[config.mk]
export PLATFORM = sky130hd
export DESIGN_NAME = tile_scan_render
export DESIGN_NICKNAME = d
export VERILOG_FILES = /design/src/rtl/tsr_pkg.sv /design/src/rtl/tsr_timing.sv /design/src/rtl/tsr_fetch.sv /design/src/rtl/tsr_shifter.sv /design/src/rtl/tile_scan_render.sv
export SDC_FILE = /design/constraint.sdc
export NUM_CORES = 1
export LEC_CHECK = 0
export BUFFER_PORTS_ARGS = -buffer_cell sky130_fd_sc_hd__buf_2
export CORE_ASPECT_RATIO = 2
export CORE_MARGIN = 5
export CORE_UTILIZATION = 56
export CTS_CLUSTER_SIZE = 14
export DETAILED_ROUTE_END_ITERATION = 6
export HOLD_SLACK_MARGIN = 0.08
export PLACE_DENSITY = 0.87
export SETUP_SLACK_MARGIN = 0.05
export SLEW_MARGIN = 0
export SYNTH_ARGS = -nofsm -noshare
export SYNTH_HDL_FRONTEND = slang
export SYNTH_SLANG_ARGS = --single-unit
[constraint.sdc]
create_clock -name clk_i -period 6.35 [get_ports clk_i]
set_input_delay 1.27 -clock clk_i [delete_from_list [all_inputs] [get_ports clk_i]]
set_output_delay 1.27 -clock clk_i [all_outputs]
set_load 0.05 [all_outputs]
[src/rtl/tsr_pkg.sv]
package tsr_pkg;
  localparam int NPLANES  = 3;
  localparam int PLANE_W  = 8;
  localparam int GROUP_PX = 8;

  typedef enum logic [1:0] {
    SLOT_MAP = 2'd0,
    SLOT_P0  = 2'd1,
    SLOT_P1  = 2'd2,
    SLOT_P2  = 2'd3
  } slot_e;

  typedef logic [NPLANES-1:0][PLANE_W-1:0] planes_t;
endpackage

[src/rtl/tsr_timing.sv]
module tsr_timing #(
  parameter int LINE_PIXELS  = 288,
  parameter int TOTAL_LINES  = 262,
  parameter int ACTIVE_LINES = 192,
  parameter int HSYNC_PIXELS = 22,
  parameter int REQ_FIRST    = 20,
  parameter int REQ_LAST     = 267,
  parameter int PXW          = $clog2(LINE_PIXELS),
  parameter int LNW          = $clog2(TOTAL_LINES)
) (
  input  logic           clk_i,
  input  logic           rst_ni,
  input  logic           en_i,
  output logic [PXW-1:0] px_o,
  output logic [LNW-1:0] line_o,
  output logic           show_o,
  output logic           hsync_o,
  output logic           busreq_o
);
  localparam logic [PXW-1:0] PX_LAST = PXW'(LINE_PIXELS - 1);
  localparam logic [PXW-1:0] PX_HS   = PXW'(HSYNC_PIXELS);
  localparam logic [PXW-1:0] PX_RF   = PXW'(REQ_FIRST);
  localparam logic [PXW-1:0] PX_RL   = PXW'(REQ_LAST);
  localparam logic [LNW-1:0] LN_LAST = LNW'(TOTAL_LINES - 1);
  localparam logic [LNW-1:0] LN_ACT  = LNW'(ACTIVE_LINES);

  logic [PXW-1:0] px_q;
  logic [LNW-1:0] line_q;

  always_ff @(posedge clk_i or negedge rst_ni) begin
    if (!rst_ni) begin
      px_q   <= '0;
      line_q <= '0;
    end else if (px_q == PX_LAST) begin
      px_q   <= '0;
      line_q <= (line_q == LN_LAST) ? '0 : line_q + 1'b1;
    end else begin
      px_q <= px_q + 1'b1;
    end
  end

  assign px_o     = px_q;
  assign line_o   = line_q;
  assign show_o   = en_i && (line_q < LN_ACT);
  assign hsync_o  = px_q < PX_HS;
  assign busreq_o = show_o && (px_q >= PX_RF) && (px_q <= PX_RL);

  a_r1_px_wrap: assert property (@(posedge clk_i) disable iff (!rst_ni)
    (px_q == PX_LAST) |=> (px_q == '0));

  a_r3_req_release: assert property (@(posedge clk_i) disable iff (!rst_ni)
    (px_q == PX_RL) |=> !busreq_o);
endmodule

[src/rtl/tsr_fetch.sv]
module tsr_fetch
  import tsr_pkg::*;
#(
  parameter int             PXW          = 9,
  parameter int             LNW          = 9,
  parameter int             AW           = 16,
  parameter int             FETCH_FIRST  = 28,
  parameter int             REQ_LAST     = 267,
  parameter int             MAP_STRIDE   = 32,
  parameter logic [AW-1:0]  MAP_BASE     = 16'hB800,
  parameter logic [AW-1:0]  PAT_BASE     = 16'h0000,
  parameter logic [AW-1:0]  PLANE_STRIDE = 16'h0800
) (
  input  logic               clk_i,
  input  logic               rst_ni,
  input  logic [PXW-1:0]     px_i,
  input  logic [LNW-1:0]     line_i,
  input  logic               busreq_i,
  input  logic               busack_i,
  input  logic [PLANE_W-1:0] rd_i,
  output logic               mreq_o,
  output logic [AW-1:0]      addr_o,
  output planes_t            planes_o
);
  localparam logic [PXW-1:0] PX_FF = PXW'(FETCH_FIRST);
  localparam logic [PXW-1:0] PX_FL = PXW'(REQ_LAST);

  logic [PXW-1:0]     rel;
  logic               in_fetch;
  logic               cap;
  slot_e              slot;
  logic [PXW-4:0]     grp;
  logic [1:0]         plane_idx;
  logic [PLANE_W-1:0] tile_q;
  planes_t            planes_q;

  assign rel       = px_i - PX_FF;
  assign in_fetch  = (px_i >= PX_FF) && (px_i <= PX_FL);
  assign slot      = slot_e'(rel[2:1]);
  assign grp       = rel[PXW-1:3];
  assign plane_idx = rel[2:1] - 2'd1;
  assign mreq_o    = busack_i && busreq_i;
  assign cap       = mreq_o && in_fetch && rel[0];

  always_comb begin
    addr_o = '0;
    if (mreq_o && in_fetch) begin
      if (slot == SLOT_MAP)
        addr_o = MAP_BASE + AW'(line_i[LNW-1:3]) * AW'(MAP_STRIDE) + AW'(grp);
      else
        addr_o = PAT_BASE + AW'({tile_q, 3'b000}) + AW'(line_i[2:0])
               + AW'(plane_idx) * PLANE_STRIDE;
    end
  end

  always_ff @(posedge clk_i or negedge rst_ni) begin
    if (!rst_ni)                        tile_q <= '0;
    else if (cap && slot == SLOT_MAP)   tile_q <= rd_i;
  end

  for (genvar k = 0; k < NPLANES; k++) begin : g_plane
    always_ff @(posedge clk_i or negedge rst_ni) begin
      if (!rst_ni)                                planes_q[k] <= '0;
      else if (cap && rel[2:1] == 2'(k + 1))      planes_q[k] <= rd_i;
    end
  end

  assign planes_o = planes_q;

  // each access keeps its address for both of its pixels
  a_r5_addr_hold: assert property (@(posedge clk_i) disable iff (!rst_ni)
    (mreq_o && in_fetch && !rel[0]) |=> (!mreq_o || $stable(addr_o)));

  a_r11_addr_idle: assert property (@(posedge clk_i) disable iff (!rst_ni)
    !mreq_o |-> (addr_o == '0));
endmodule

[src/rtl/tsr_shifter.sv]
module tsr_shifter
  import tsr_pkg::*;
#(
  parameter int PXW        = 9,
  parameter int DRAW_FIRST = 38,
  parameter int NGROUPS    = 30
) (
  input  logic               clk_i,
  input  logic               rst_ni,
  input  logic [PXW-1:0]     px_i,
  input  planes_t            planes_i,
  output logic [NPLANES-1:0] bits_o
);
  localparam logic [PXW-1:0] PX_L0 = PXW'(DRAW_FIRST - 1);
  localparam logic [PXW-1:0] PX_LN = PXW'(DRAW_FIRST - 1 + GROUP_PX * (NGROUPS - 1));

  logic [PXW-1:0] rel;
  logic           load;
  planes_t        sh_q;

  assign rel  = px_i - PX_L0;
  assign load = (px_i >= PX_L0) && (px_i <= PX_LN) && (rel[2:0] == 3'd0);

  for (genvar k = 0; k < NPLANES; k++) begin : g_sh
    always_ff @(posedge clk_i or negedge rst_ni) begin
      if (!rst_ni)   sh_q[k] <= '0;
      else if (load) sh_q[k] <= planes_i[k];
      else           sh_q[k] <= {sh_q[k][PLANE_W-2:0], 1'b0};
    end
    assign bits_o[k] = sh_q[k][PLANE_W-1];
  end

  a_r8_load_spacing: assert property (@(posedge clk_i) disable iff (!rst_ni)
    load |=> !load);
endmodule

[src/rtl/tile_scan_render.sv]
module tile_scan_render
  import tsr_pkg::*;
#(
  parameter int            LINE_PIXELS  = 288,
  parameter int            TOTAL_LINES  = 262,
  parameter int            ACTIVE_LINES = 192,
  parameter int            HSYNC_PIXELS = 22,
  parameter int            REQ_FIRST    = 20,
  parameter int            REQ_LAST     = 267,
  parameter int            FETCH_FIRST  = 28,
  parameter int            DRAW_LAG     = 10,
  parameter int            AW           = 16,
  parameter int            MAP_STRIDE   = 32,
  parameter logic [AW-1:0] MAP_BASE     = 16'hB800,
  parameter logic [AW-1:0] PAT_BASE     = 16'h0000,
  parameter logic [AW-1:0] PLANE_STRIDE = 16'h0800
) (
  input  logic               clk_i,
  input  logic               rst_ni,
  input  logic               render_en_i,
  input  logic               busack_i,
  input  logic [PLANE_W-1:0] rd_data_i,
  output logic               busreq_o,
  output logic               mreq_o,
  output logic [AW-1:0]      addr_o,
  output logic               hsync_o,
  output logic [NPLANES-1:0] pix_o
);
  localparam int PXW        = $clog2(LINE_PIXELS);
  localparam int LNW        = $clog2(TOTAL_LINES);
  localparam int NGROUPS    = (REQ_LAST + 1 - FETCH_FIRST) / GROUP_PX;
  localparam int DRAW_FIRST = FETCH_FIRST + DRAW_LAG;
  localparam int DRAW_LAST  = DRAW_FIRST + GROUP_PX * NGROUPS - 1;
  localparam logic [PXW-1:0] PX_DF = PXW'(DRAW_FIRST);
  localparam logic [PXW-1:0] PX_DL = PXW'(DRAW_LAST);

  logic [PXW-1:0]     px;
  logic [LNW-1:0]     line;
  logic               show;
  logic               draw_win;
  planes_t            planes;
  logic [NPLANES-1:0] bits;

  tsr_timing #(
    .LINE_PIXELS (LINE_PIXELS),
    .TOTAL_LINES (TOTAL_LINES),
    .ACTIVE_LINES(ACTIVE_LINES),
    .HSYNC_PIXELS(HSYNC_PIXELS),
    .REQ_FIRST   (REQ_FIRST),
    .REQ_LAST    (REQ_LAST),
    .PXW         (PXW),
    .LNW         (LNW)
  ) i_timing (
    .clk_i   (clk_i),
    .rst_ni  (rst_ni),
    .en_i    (render_en_i),
    .px_o    (px),
    .line_o  (line),
    .show_o  (show),
    .hsync_o (hsync_o),
    .busreq_o(busreq_o)
  );

  tsr_fetch #(
    .PXW         (PXW),
    .LNW         (LNW),
    .AW          (AW),
    .FETCH_FIRST (FETCH_FIRST),
    .REQ_LAST    (REQ_LAST),
    .MAP_STRIDE  (MAP_STRIDE),
    .MAP_BASE    (MAP_BASE),
    .PAT_BASE    (PAT_BASE),
    .PLANE_STRIDE(PLANE_STRIDE)
  ) i_fetch (
    .clk_i   (clk_i),
    .rst_ni  (rst_ni),
    .px_i    (px),
    .line_i  (line),
    .busreq_i(busreq_o),
    .busack_i(busack_i),
    .rd_i    (rd_data_i),
    .mreq_o  (mreq_o),
    .addr_o  (addr_o),
    .planes_o(planes)
  );

  tsr_shifter #(
    .PXW       (PXW),
    .DRAW_FIRST(DRAW_FIRST),
    .NGROUPS   (NGROUPS)
  ) i_shifter (
    .clk_i   (clk_i),
    .rst_ni  (rst_ni),
    .px_i    (px),
    .planes_i(planes),
    .bits_o  (bits)
  );

  assign draw_win = show && (px >= PX_DF) && (px <= PX_DL);
  assign pix_o    = draw_win ? bits : '0;

  a_r2_dark_when_off: assert property (@(posedge clk_i) disable iff (!rst_ni)
    !render_en_i |-> (pix_o == '0 && !busreq_o));

  a_r9_dark_tail: assert property (@(posedge clk_i) disable iff (!rst_ni)
    (px > PX_DL) |-> (pix_o == '0));

  a_r4_strobe_in_window: assert property (@(posedge clk_i) disable iff (!rst_ni)
    mreq_o |-> (hsync_o == (px < PXW'(HSYNC_PIXELS))) && busreq_o);
endmodule

* After elaboration in Yosys (flattened, before gate mapping)
Cells that the tools add are included.
** Operators by class
- Add/subtract/negate cells :: 9
- Magnitude comparators :: 9
- Eq/ne operators :: 5
- Multiplexer cells :: 8
- Reduce and logical (&&, ||, !) cells :: 17
** Operators with widths (count)
- $mux 16 :: 2
- $le 9x9->1 const B :: 3
- $mux 8 :: 3
- $add 9x1->9 const B :: 2
- $eq 9x9->1 const B :: 2
- $ge 9x5->1 const B :: 2
- $ge 9x6->1 const B :: 2
- $mux 9 :: 2
- $add 16x11->16 const A :: 1
- $add 16x13->16 :: 1
- $add 16x6->16 :: 1
- $logic_and 1x1->1 :: 15
- $add 11x3->12 :: 1
- $lt 9x5->1 const B :: 1
- $lt 9x8->1 const B :: 1
- $sub 9x5->9 const B :: 1
- $eq 2x2->1 const B :: 2
- $logic_not 3->1 :: 1
- $mux 3 :: 1
- $sub 3x3->3 const B :: 1
- $eq 2x1->1 const B :: 1
- $logic_not 2->1 :: 1
- $sub 2x1->2 const B :: 1
** Word-level totals
- Flip-flop bits (word level) :: 74
- Input port bits :: 12
- Output and inout port bits :: 22
- Word-level logic and storage cells :: 57

* Depth between registers and ports, before layout
Gate-level depths: netlist of the first run.
- Word-level depth :: 8
- Mapped depth :: 10
- Depth with buffers taken out :: 10

* Modules after synthesis
Synthesis of the first run repeated with hierarchy kept, for this count alone.
** Unflattened totals
- Cells, all modules :: 311
- Area, all modules :: 3747.3 µm²
** Modules (own cells, without submodules)
- tsr_fetch :: times used 1, cells an instance 148, area each 1725.4 µm², seq. area each 800.8 µm²
- tsr_shifter :: times used 1, cells an instance 61, area each 1021.0 µm², seq. area each 600.6 µm²
- tsr_timing :: times used 1, cells an instance 90, area each 932.1 µm², seq. area each 450.4 µm²
- tile_scan_render :: times used 1, cells an instance 12, area each 68.8 µm², seq. area each 0.0 µm²

* Least setup slack after synthesis of the first run
No wires, ideal clock.
- Kind :: input to output
- From :: input render_en_i
- To :: output addr_o[10]
- Arrival time :: 3.106 ns
- Required time :: 5.080 ns
- Slack :: 1.974 ns
- Cell stages on the path :: 5
- Path buffers :: 2
- Cells stage by stage :: nand3b_1 > a211o_1 > buf_6 > clkbuf_1 > a211oi_1
** Between the ends
- Word-level cells in the longest chain between the ends :: 6
** RTL lines
- from (decl) :: RTL line tile_scan_render.sv:20 : input logic render_en_i,
- $logic_and 1x1->1 :: RTL line tsr_timing.sv:44 : assign show_o = en_i && (line_q < LN_ACT);
- $logic_and 1x1->1 (2 in a row) :: RTL line tsr_timing.sv:46 : assign busreq_o = show_o && (px_q >= PX_RF) && (px_q <= PX_RL);
- $logic_and 1x1->1 :: RTL line tsr_fetch.sv:42 : assign mreq_o = busack_i && busreq_i;
- $logic_and 1x1->1 :: RTL line tsr_fetch.sv:47 : if (mreq_o && in_fetch) begin
- $mux 16 :: RTL line tsr_fetch.sv:47
- to (decl) :: RTL line tile_scan_render.sv:25 : output logic [AW-1:0] addr_o,
Every way passes these cells.

* Worst setup path in the final report of the first run
- From :: register i_timing.px_q[2], in the netlist i_timing.px_o[2]
- To :: output addr_o[0]
** Between the ends
- Word-level cells in the longest chain between the ends :: 6
- Elaborated cells on any way between the ends :: 13
- Those cells by class :: 2 x add/sub; 3 x order compare; 2 x mux; 6 x reduce/logical
** RTL lines
- from (decl) :: RTL line tsr_timing.sv:27 : logic [PXW-1:0] px_q;
- from (signal assigned) :: RTL line tsr_timing.sv:38 : px_q <= px_q + 1'b1;
- parallel branches: the longest is 5 deep, another holds $add 16x6->16
- $mux 16 (*) :: RTL line tsr_fetch.sv:47
Every way passes the cells marked *.

==> flow_metrics.env, run 1 <==
export IMPL_drive_above_1_share_pct=32.0
export IMPL_crit_arrival_ns=3.00
export IMPL_hold_violations=0
export IMPL_highest_layer="met4"
export IMPL_worstPathBufferInverterCount=1
export IMPL_final_setup_viol_count=0
export IMPL_holdCritPathClass="reg -> reg"
export IMPL_portBuffers=32
export IMPL_syn_cell_area_mm2=0.00368
export IMPL_met3_length_um=409
export IMPL_maxCapViolations=0
export IMPL_num_io_pins=34
export IMPL_fin_crit_sh_pct=67.3
export IMPL_gpl_final_weighted_congestion=0.914
export IMPL_routed_wirelength_um=7690
export IMPL_multi_input_comb_area_mm2=0.00169
export IMPL_routed_via_count=2518
export IMPL_worst_ir_drop_vdd_uv=187
export IMPL_placeableCoreArea_mm2=0.00652
export IMPL_layout_commonest_cell="sky130_fd_sc_hd__dfrtp_1"
export IMPL_rr_endpoint="i_fetch.planes_o[23]"
export IMPL_antennaDiodeCount=0
export IMPL_grt_ovfl_total=0
export IMPL_start_util_pct=56.5
export IMPL_drt_vias_per_instance=5.79
export IMPL_syn_instance_count=314
export IMPL_floorplan_die_width_um=67.4
export IMPL_totalNegativeSetupSlack_ns=0
export IMPL_n_fill_cell=507
export IMPL_clk_pin_slew_worst_paths_ns=0.06
export IMPL_layout_area_seq_mm2=0.00185
export IMPL_worst_endpoint_required_ns=5.08
export IMPL_cts_made_buffers=9
export IMPL_highest_clock_rate_ghz=0.234
export IMPL_post_synth_num_cell_types=43
export IMPL_yosys_top_cells_area="sky130_fd_sc_hd__dfrtp_1 (50%), sky130_fd_sc_hd__mux2_2 (14%), sky130_fd_sc_hd__ha_1 (3.7%), sky130_fd_sc_hd__mux2_4 (3.3%), sky130_fd_sc_hd__nor2_1 (2.6%)"
export IMPL_yosys_most_used_dff="sky130_fd_sc_hd__dfrtp_1"
export IMPL_design_die_area_mm2=0.00840
export IMPL_tritoncts="yes"
export IMPL_max_stage_delay_ns=0.66
export IMPL_avgSynthCellArea_um2=11.7
export IMPL_crit_path_start_kind="flop"
export IMPL_yosysWarningCount=0
export IMPL_critical_path_top_delay_family="compound AO/OA/AOI/OAI gates"
export IMPL_grt_start_max_net_pins=75
export IMPL_synth_top_area_share_pct=50.3
export IMPL_grt_first_pass_wirelength_um=13000
export IMPL_grt_usage_pct=20.2
export IMPL_worstSetupPathType="reg -> out"
export IMPL_detail_route_iter0_violations=185
export IMPL_cts_hold_fix_buffers=0
export IMPL_drtPass1Iterations=4
export IMPL_fin_nets=365
export IMPL_placement_cell_area_mm2=0.00386
export IMPL_postRouteAntennaNets=0
export IMPL_critical_path_slowest_cell="sky130_fd_sc_hd__dfrtp_1"
export IMPL_fin_worst_skew_ns=0.00578
export IMPL_synthesis_stage_register_bit_count=74
export IMPL_ctsHtreeMaxLevel=3
export IMPL_crit_fanout=19
export IMPL_worst_hold_startpoint="i_shifter.sh_q[9]"
export IMPL_synth_async_reset_ratio_pct=100
export IMPL_syn_to_final_growth_pct=12.9
export IMPL_tightest_slew_ns=1.05
export IMPL_final_cell_mix="sky130_fd_sc_hd__dfrtp_1 (74), sky130_fd_sc_hd__mux2_2 (47), sky130_fd_sc_hd__buf_2 (32)"
export IMPL_synth_fp_nets=337
export IMPL_ff_to_ff_path_depth=6
export IMPL_die_height_um=125
export IMPL_cts_sinks=74
export IMPL_antenna_found_initial=0
export IMPL_setup_repair_after_global_routing_missed_its_margin="false"
export IMPL_hold_path_cell_count=1
export IMPL_met2_wirelength_um=3830
export IMPL_wire_per_inst_um=17.7
export IMPL_holdPathEnd="i_shifter.sh_q[10]"
export IMPL_timing_slew_headroom_pct=29.7
export IMPL_cts_post_setup_buffers_inserted=0
export IMPL_cp_end_kind="output pin"
export IMPL_first_global_vias=2581
export IMPL_critical_path_cell_chain="ha_1 > nor4bb_1 > o31ai_1 > a211o_1 > a211oi_1 > buf_2"
export IMPL_cts_resized=0
export IMPL_launch_instance_of_the_worst_register_to_register_path="i_timing.px_o[2]"
export IMPL_slew_violations=0
export IMPL_place_detailed_hpwl_um=5210
export IMPL_met1_length_um=3270
export IMPL_leakagePower_nw=2.01
export IMPL_synth_top_area_cell="sky130_fd_sc_hd__dfrtp_1"
export IMPL_power_density_mw_per_mm2=257
export IMPL_status="finished, final reports clean"
export IMPL_clock_tree_root_cell="sky130_fd_sc_hd__clkbuf_16"
export IMPL_flop_to_flop_setup_slack_ns=3.16
export IMPL_yosysSeqAreaShare_pct=50.3
export IMPL_synth_edf_count=0
export IMPL_ctsLongestPathBuffers=2
export IMPL_post_route_drc_count=0
export IMPL_std_cell_rows=42
export IMPL_clkLatencyLatePin_ns=0.33
export IMPL_final_cell_area_mm2=0.00416
export IMPL_final_min_clock_period_ns=4.27
## power breakdown
part           switching [mW]  internal, mW
clock network           0.192         0.305
logic                  0.0418        0.0281
registers              0.0107         0.494
## worst max path at each step
stage | from | end | slack [ns] | depth (start not counted)
after detailed placement | render_en_i | addr_o[1] | 2.42 | 5
after floorplan | render_en_i | addr_o[10] | 1.97 | 5
after CTS | i_timing.px_o[2] | addr_o[1] | 2.07 | 6
after global placement | render_en_i | addr_o[1] | 2.45 | 5
final | i_timing.px_o[2] | addr_o[0] | 2.08 | 6
after global routing | i_timing.px_o[5] | addr_o[10] | 1.88 | 9
## metrics by stage
stage,setup slack (ns),std cells,util (%),total power [mW],hold WS [ns]
finish,2.08,435,63.8,1.07,0.476
floorplan,1.97,314,-,0.557,0.454
global route,1.88,435,63.8,1.11,0.485
CTS,2.07,435,63.8,1.08,0.477
detailed placement,2.42,419,59.3,0.583,0.463
global placement,2.45,419,59.3,0.579,0.461
## worst reg2reg max path: stages, from the launching register on
cell                       delay (ns)
sky130_fd_sc_hd__dfrtp_1         0.66
sky130_fd_sc_hd__ha_1            0.39
sky130_fd_sc_hd__nor4bb_1        0.31
sky130_fd_sc_hd__o31ai_1         0.12
sky130_fd_sc_hd__a211o_1         0.55
sky130_fd_sc_hd__nor4_4          0.62
sky130_fd_sc_hd__mux2_2          0.41
## cells in the mapped netlist, types with 2 or more instances
cell type	number
sky130_fd_sc_hd__xor2_1	8
sky130_fd_sc_hd__a21o_1	2
sky130_fd_sc_hd__mux2_4	8
sky130_fd_sc_hd__inv_1	10
sky130_fd_sc_hd__dfrtp_1	74
sky130_fd_sc_hd__buf_2	5
sky130_fd_sc_hd__ha_1	11
sky130_fd_sc_hd__o31ai_1	2
sky130_fd_sc_hd__nand2_1	22
sky130_fd_sc_hd__nand3b_1	2
sky130_fd_sc_hd__nor4_4	2
sky130_fd_sc_hd__and3_1	8
sky130_fd_sc_hd__a211oi_1	9
sky130_fd_sc_hd__or4_1	2
sky130_fd_sc_hd__o21ai_0	7
sky130_fd_sc_hd__xnor2_1	11
sky130_fd_sc_hd__nor3_1	4
sky130_fd_sc_hd__clkbuf_1	7
sky130_fd_sc_hd__nand3_1	6
sky130_fd_sc_hd__buf_6	4
sky130_fd_sc_hd__nand4_1	3
sky130_fd_sc_hd__mux2_2	47
sky130_fd_sc_hd__nor2_1	26
sky130_fd_sc_hd__and2_1	5
sky130_fd_sc_hd__a21oi_1	11
## layer usage
layer	track usage (%)	vias up
met4	8.37	0
met2	29.7	100
met3	4.87	16
met5	0	-
met1	28.3	1240
li1	-	1162
## cell families after synthesis
group,Yosys count,synth area share (%)
xor gates and xnor gates,19,4.52
AOI/OAI and AO/OA,39,7.00
other,1,0.102
DFF,74,50.3
muxes,55,17.6
and+or+nand+nor,88,12.9
buffers and inverters,27,3.84
adders and majority gates,11,3.74
## registers in the layout, indices dropped and copies added (netlist names)
signal,count
i_fetch.planes_o,24
i_fetch.tile_q,8
i_shifter.bits_o,3
i_shifter.sh_q,21
i_timing.line_o,9
i_timing.px_o,9
## final cells by class
class	count	area share, %
sequential	74	44.5
multi-input combinational	213	40.6
clock buffer	10	5.51
timing repair buffer	34	4.21
tap	88	2.65
clock inverter	6	1.56
inverter	10	0.903
Power figures use the tool's default switching activity.
==> inputs of run 2 (changes only) <==
--- a/config.mk
+++ b/config.mk
@@ -5,6 +5,7 @@
 export SDC_FILE = /design/constraint.sdc
 export NUM_CORES = 1
 export LEC_CHECK = 0
+export ABC_AREA = 1
 export BUFFER_PORTS_ARGS = -buffer_cell sky130_fd_sc_hd__buf_2
 export CORE_ASPECT_RATIO = 2
 export CORE_MARGIN = 5
==> constraint.sdc (replaced) <==
create_clock -name clk_i -period 4 [get_ports clk_i]
set_input_delay 0.8 -clock clk_i [delete_from_list [all_inputs] [get_ports clk_i]]
set_output_delay 0.8 -clock clk_i [all_outputs]
set_load 0.05 [all_outputs]
==> flow_metrics.env, run 2 <==
export IMPL_tightest_slew_ns=0.683
export IMPL_yosys_top_cells_area="sky130_fd_sc_hd__dfrtp_1 (50%), sky130_fd_sc_hd__nand2_1 (16%), sky130_fd_sc_hd__nor2_1 (6.0%), sky130_fd_sc_hd__nand3_1 (3.9%), sky130_fd_sc_hd__ha_1 (3.7%)"
export IMPL_finish_cell_count_without_fillers=595
export IMPL_synth_async_reset_ratio_pct=100
export IMPL_antenna_found_initial=0
export IMPL_synth_top_area_share_pct=49.7
export IMPL_cts_resized=0
export IMPL_holdCritPathClass="in -> async"
export IMPL_grt_ovfl_total=0
export IMPL_synth_fp_nets=495
export IMPL_routed_via_count=3166
export IMPL_fin_crit_sh_pct=91.1
export IMPL_avgSynthCellArea_um2=7.90
export IMPL_cp_end_kind="output pin"
export IMPL_drtPass1Iterations=5
export IMPL_hold_violations=0
export IMPL_power_mw=1.68
export IMPL_critical_path_cell_chain="ha_1 > nand2_1 > inv_1 > nor2_1 > xor2_1 > ha_1 > ha_1 > nand2_1 > o21ai_0 > nand3_1 > o21ai_0 > nor2_1 > buf_2"
export IMPL_grt_usage_pct=22.8
export IMPL_critPathMostFrequentCell="sky130_fd_sc_hd__ha_1"
export IMPL_portBuffers=32
export IMPL_power_density_mw_per_mm2=398
export IMPL_antennaDiodeCount=0
export IMPL_yosysSeqAreaShare_pct=49.7
export IMPL_met2_wirelength_um=4690
export IMPL_crit_arrival_ns=2.84
export IMPL_cts_made_buffers=9
export IMPL_crit_fanout=12
export IMPL_floorplan_die_width_um=67.7
export IMPL_slew_violations=0
export IMPL_detail_route_iter0_violations=216
export IMPL_grt_first_pass_wirelength_um=14500
export IMPL_synthesis_stage_register_bit_count=74
export IMPL_synth_edf_count=0
export IMPL_status="finished, final reports clean"
export IMPL_routed_wirelength_um=8620
export IMPL_placeableCoreArea_mm2=0.00657
export IMPL_post_route_drc_count=0
export IMPL_tritoncts="yes"
export IMPL_ctsLongestPathBuffers=2
export IMPL_max_stage_delay_ns=0.57
export IMPL_clkLatencyLatePin_ns=0.34
export IMPL_crit_path_start_kind="flop"
export IMPL_syn_instance_count=472
export IMPL_worst_endpoint_required_ns=3.20
export IMPL_start_util_pct=56.7
export IMPL_synth_top_area_cell="sky130_fd_sc_hd__dfrtp_1"
export IMPL_post_synth_top_count_cell="sky130_fd_sc_hd__nand2_1"
export IMPL_wire_per_inst_um=14.5
export IMPL_post_route_util_pct=64.1
export IMPL_ctsHtreeMaxLevel=3
export IMPL_totalNegativeSetupSlack_ns=0
export IMPL_maxCapViolations=0
export IMPL_setup_repair_after_global_routing_missed_its_margin="false"
export IMPL_leakagePower_nw=2.20
export IMPL_post_synth_num_cell_types=32
export IMPL_critical_path_slowest_cell="sky130_fd_sc_hd__dfrtp_1"
export IMPL_first_global_vias=3048
export IMPL_highest_layer="met4"
export IMPL_syn_cell_area_mm2=0.00373
export IMPL_cts_hold_fix_buffers=0
export IMPL_placed_cells=579
export IMPL_post_synth_most_frequent_cells="sky130_fd_sc_hd__nand2_1 (157), sky130_fd_sc_hd__dfrtp_1 (74), sky130_fd_sc_hd__nor2_1 (60)"
export IMPL_final_setup_viol_count=0
export IMPL_drt_vias_per_instance=5.32
export IMPL_timing_slew_headroom_pct=54.3
export IMPL_highest_clock_rate_ghz=0.274
export IMPL_design_die_area_mm2=0.00849
export IMPL_worstSetupStartpoint="i_timing.px_o[2]"
export IMPL_met3_length_um=420
export IMPL_clk_pin_slew_worst_paths_ns=0.06
export IMPL_clock_tree_root_cell="sky130_fd_sc_hd__clkbuf_16"
export IMPL_std_cell_rows=42
export IMPL_num_io_pins=34
export IMPL_timing_final_ws_setup_ns=0.356
export IMPL_syn_to_final_growth_pct=13.0
export IMPL_met1_length_um=3050
export IMPL_largest_reg_flops=24
export IMPL_cts_post_setup_buffers_inserted=0
export IMPL_final_cell_mix="sky130_fd_sc_hd__nand2_1 (157), sky130_fd_sc_hd__dfrtp_1 (74), sky130_fd_sc_hd__nor2_1 (60)"
export IMPL_postRouteAntennaNets=0
export IMPL_layout_commonest_cell="sky130_fd_sc_hd__nand2_1"
export IMPL_yosys_most_used_dff="sky130_fd_sc_hd__dfrtp_1"
export IMPL_gpl_final_weighted_congestion=0.986
export IMPL_die_height_um=125
export IMPL_final_min_clock_period_ns=3.64
export IMPL_worstSetupPathType="reg -> out"
export IMPL_worst_ir_drop_vdd_uv=280
export IMPL_fin_worst_skew_ns=0.00615
export IMPL_grt_start_max_net_pins=54
export IMPL_fin_nets=525
export IMPL_launch_instance_of_the_worst_register_to_register_path="i_timing.px_o[2]"
export IMPL_yosysWarningCount=0
export IMPL_drive_above_1_share_pct=13.8
export IMPL_cts_sinks=74
export IMPL_place_detailed_hpwl_um=6350
export IMPL_post_place_ws_ns=0.754
run 2: changes by cell type after synthesis, sizes merged, moves of 6 or more:
cell and delta:
nand2 +137, mux2 -55, nor2 +39, inv +29
nand3 +25, o21ai +11, xnor2 -10, nor3 +9
and3 -8, a21oi +6
run 2: worst max-delay path: cells and delay by family (launching register included):
kind            cells  cell delay, ns
compound gates      2            0.17
xor+xnor            1            0.14
fa+ha+maj           3            0.76
buf+inv             2            0.41
flops               1            0.57
simple gates        5            0.46
run 2: cells by family (layout without fill, tap and decap cells):
group | Yosys count | count (layout) | synth area share, %
AOI/OAI and AO/OA | 45 | 45 | 6.65
DFF | 74 | 74 | 49.7
xor gates and xnor gates | 9 | 9 | 2.11
buffers and inverters | 55 | 90 | 6.24
other | 1 | 1 | 0.101
and+or+nand+nor | 277 | 277 | 31.5
adders and majority gates | 11 | 11 | 3.69
run 2: through the flow:
step	area [um2]	hold slack, ns
6_report	4210	0.435
2_1_floorplan	3730	0.418
5_1_grt	4210	0.468
3_3_place_gp	3930	0.424
4_1_cts	4210	0.439
3_5_place_dp	3930	0.437
run 2: area by class of cell:
cell class | instances | area [um2]
sequential | 74 | 1850
multi-input combinational | 343 | 1640
clock buffer | 13 | 260
inverter | 40 | 150
fill | 567 | 2360
clock inverter | 3 | 22.5
timing repair buffer | 34 | 175
tap | 88 | 110
run 2: report_power, final:
part	internal [mW]	switching [mW]
sequential	0.785	0.0172
combinational	0.0304	0.0873
clock	0.456	0.299
run 2: per-layer routing:
metal,track usage [%],vias up
met2,38.2,108
met5,0,-
met1,24.6,1473
met3,5.30,31
li1,-,1554
met4,14.5,0
run 2: final timing paths:
path	cells past startpoint	slack, ns	to
min in group clk_i	2	0.45	i_shifter.bits_o[1]
worst min-delay path	1	0.43	i_timing.px_o[3]
worst max register to register	9	1.56	i_fetch.planes_o[17]
worst min register to register	2	0.45	i_shifter.bits_o[1]
max in group asynchronous	2	2.54	i_fetch.planes_o[1]
worst max-delay path	13	0.36	addr_o[9]
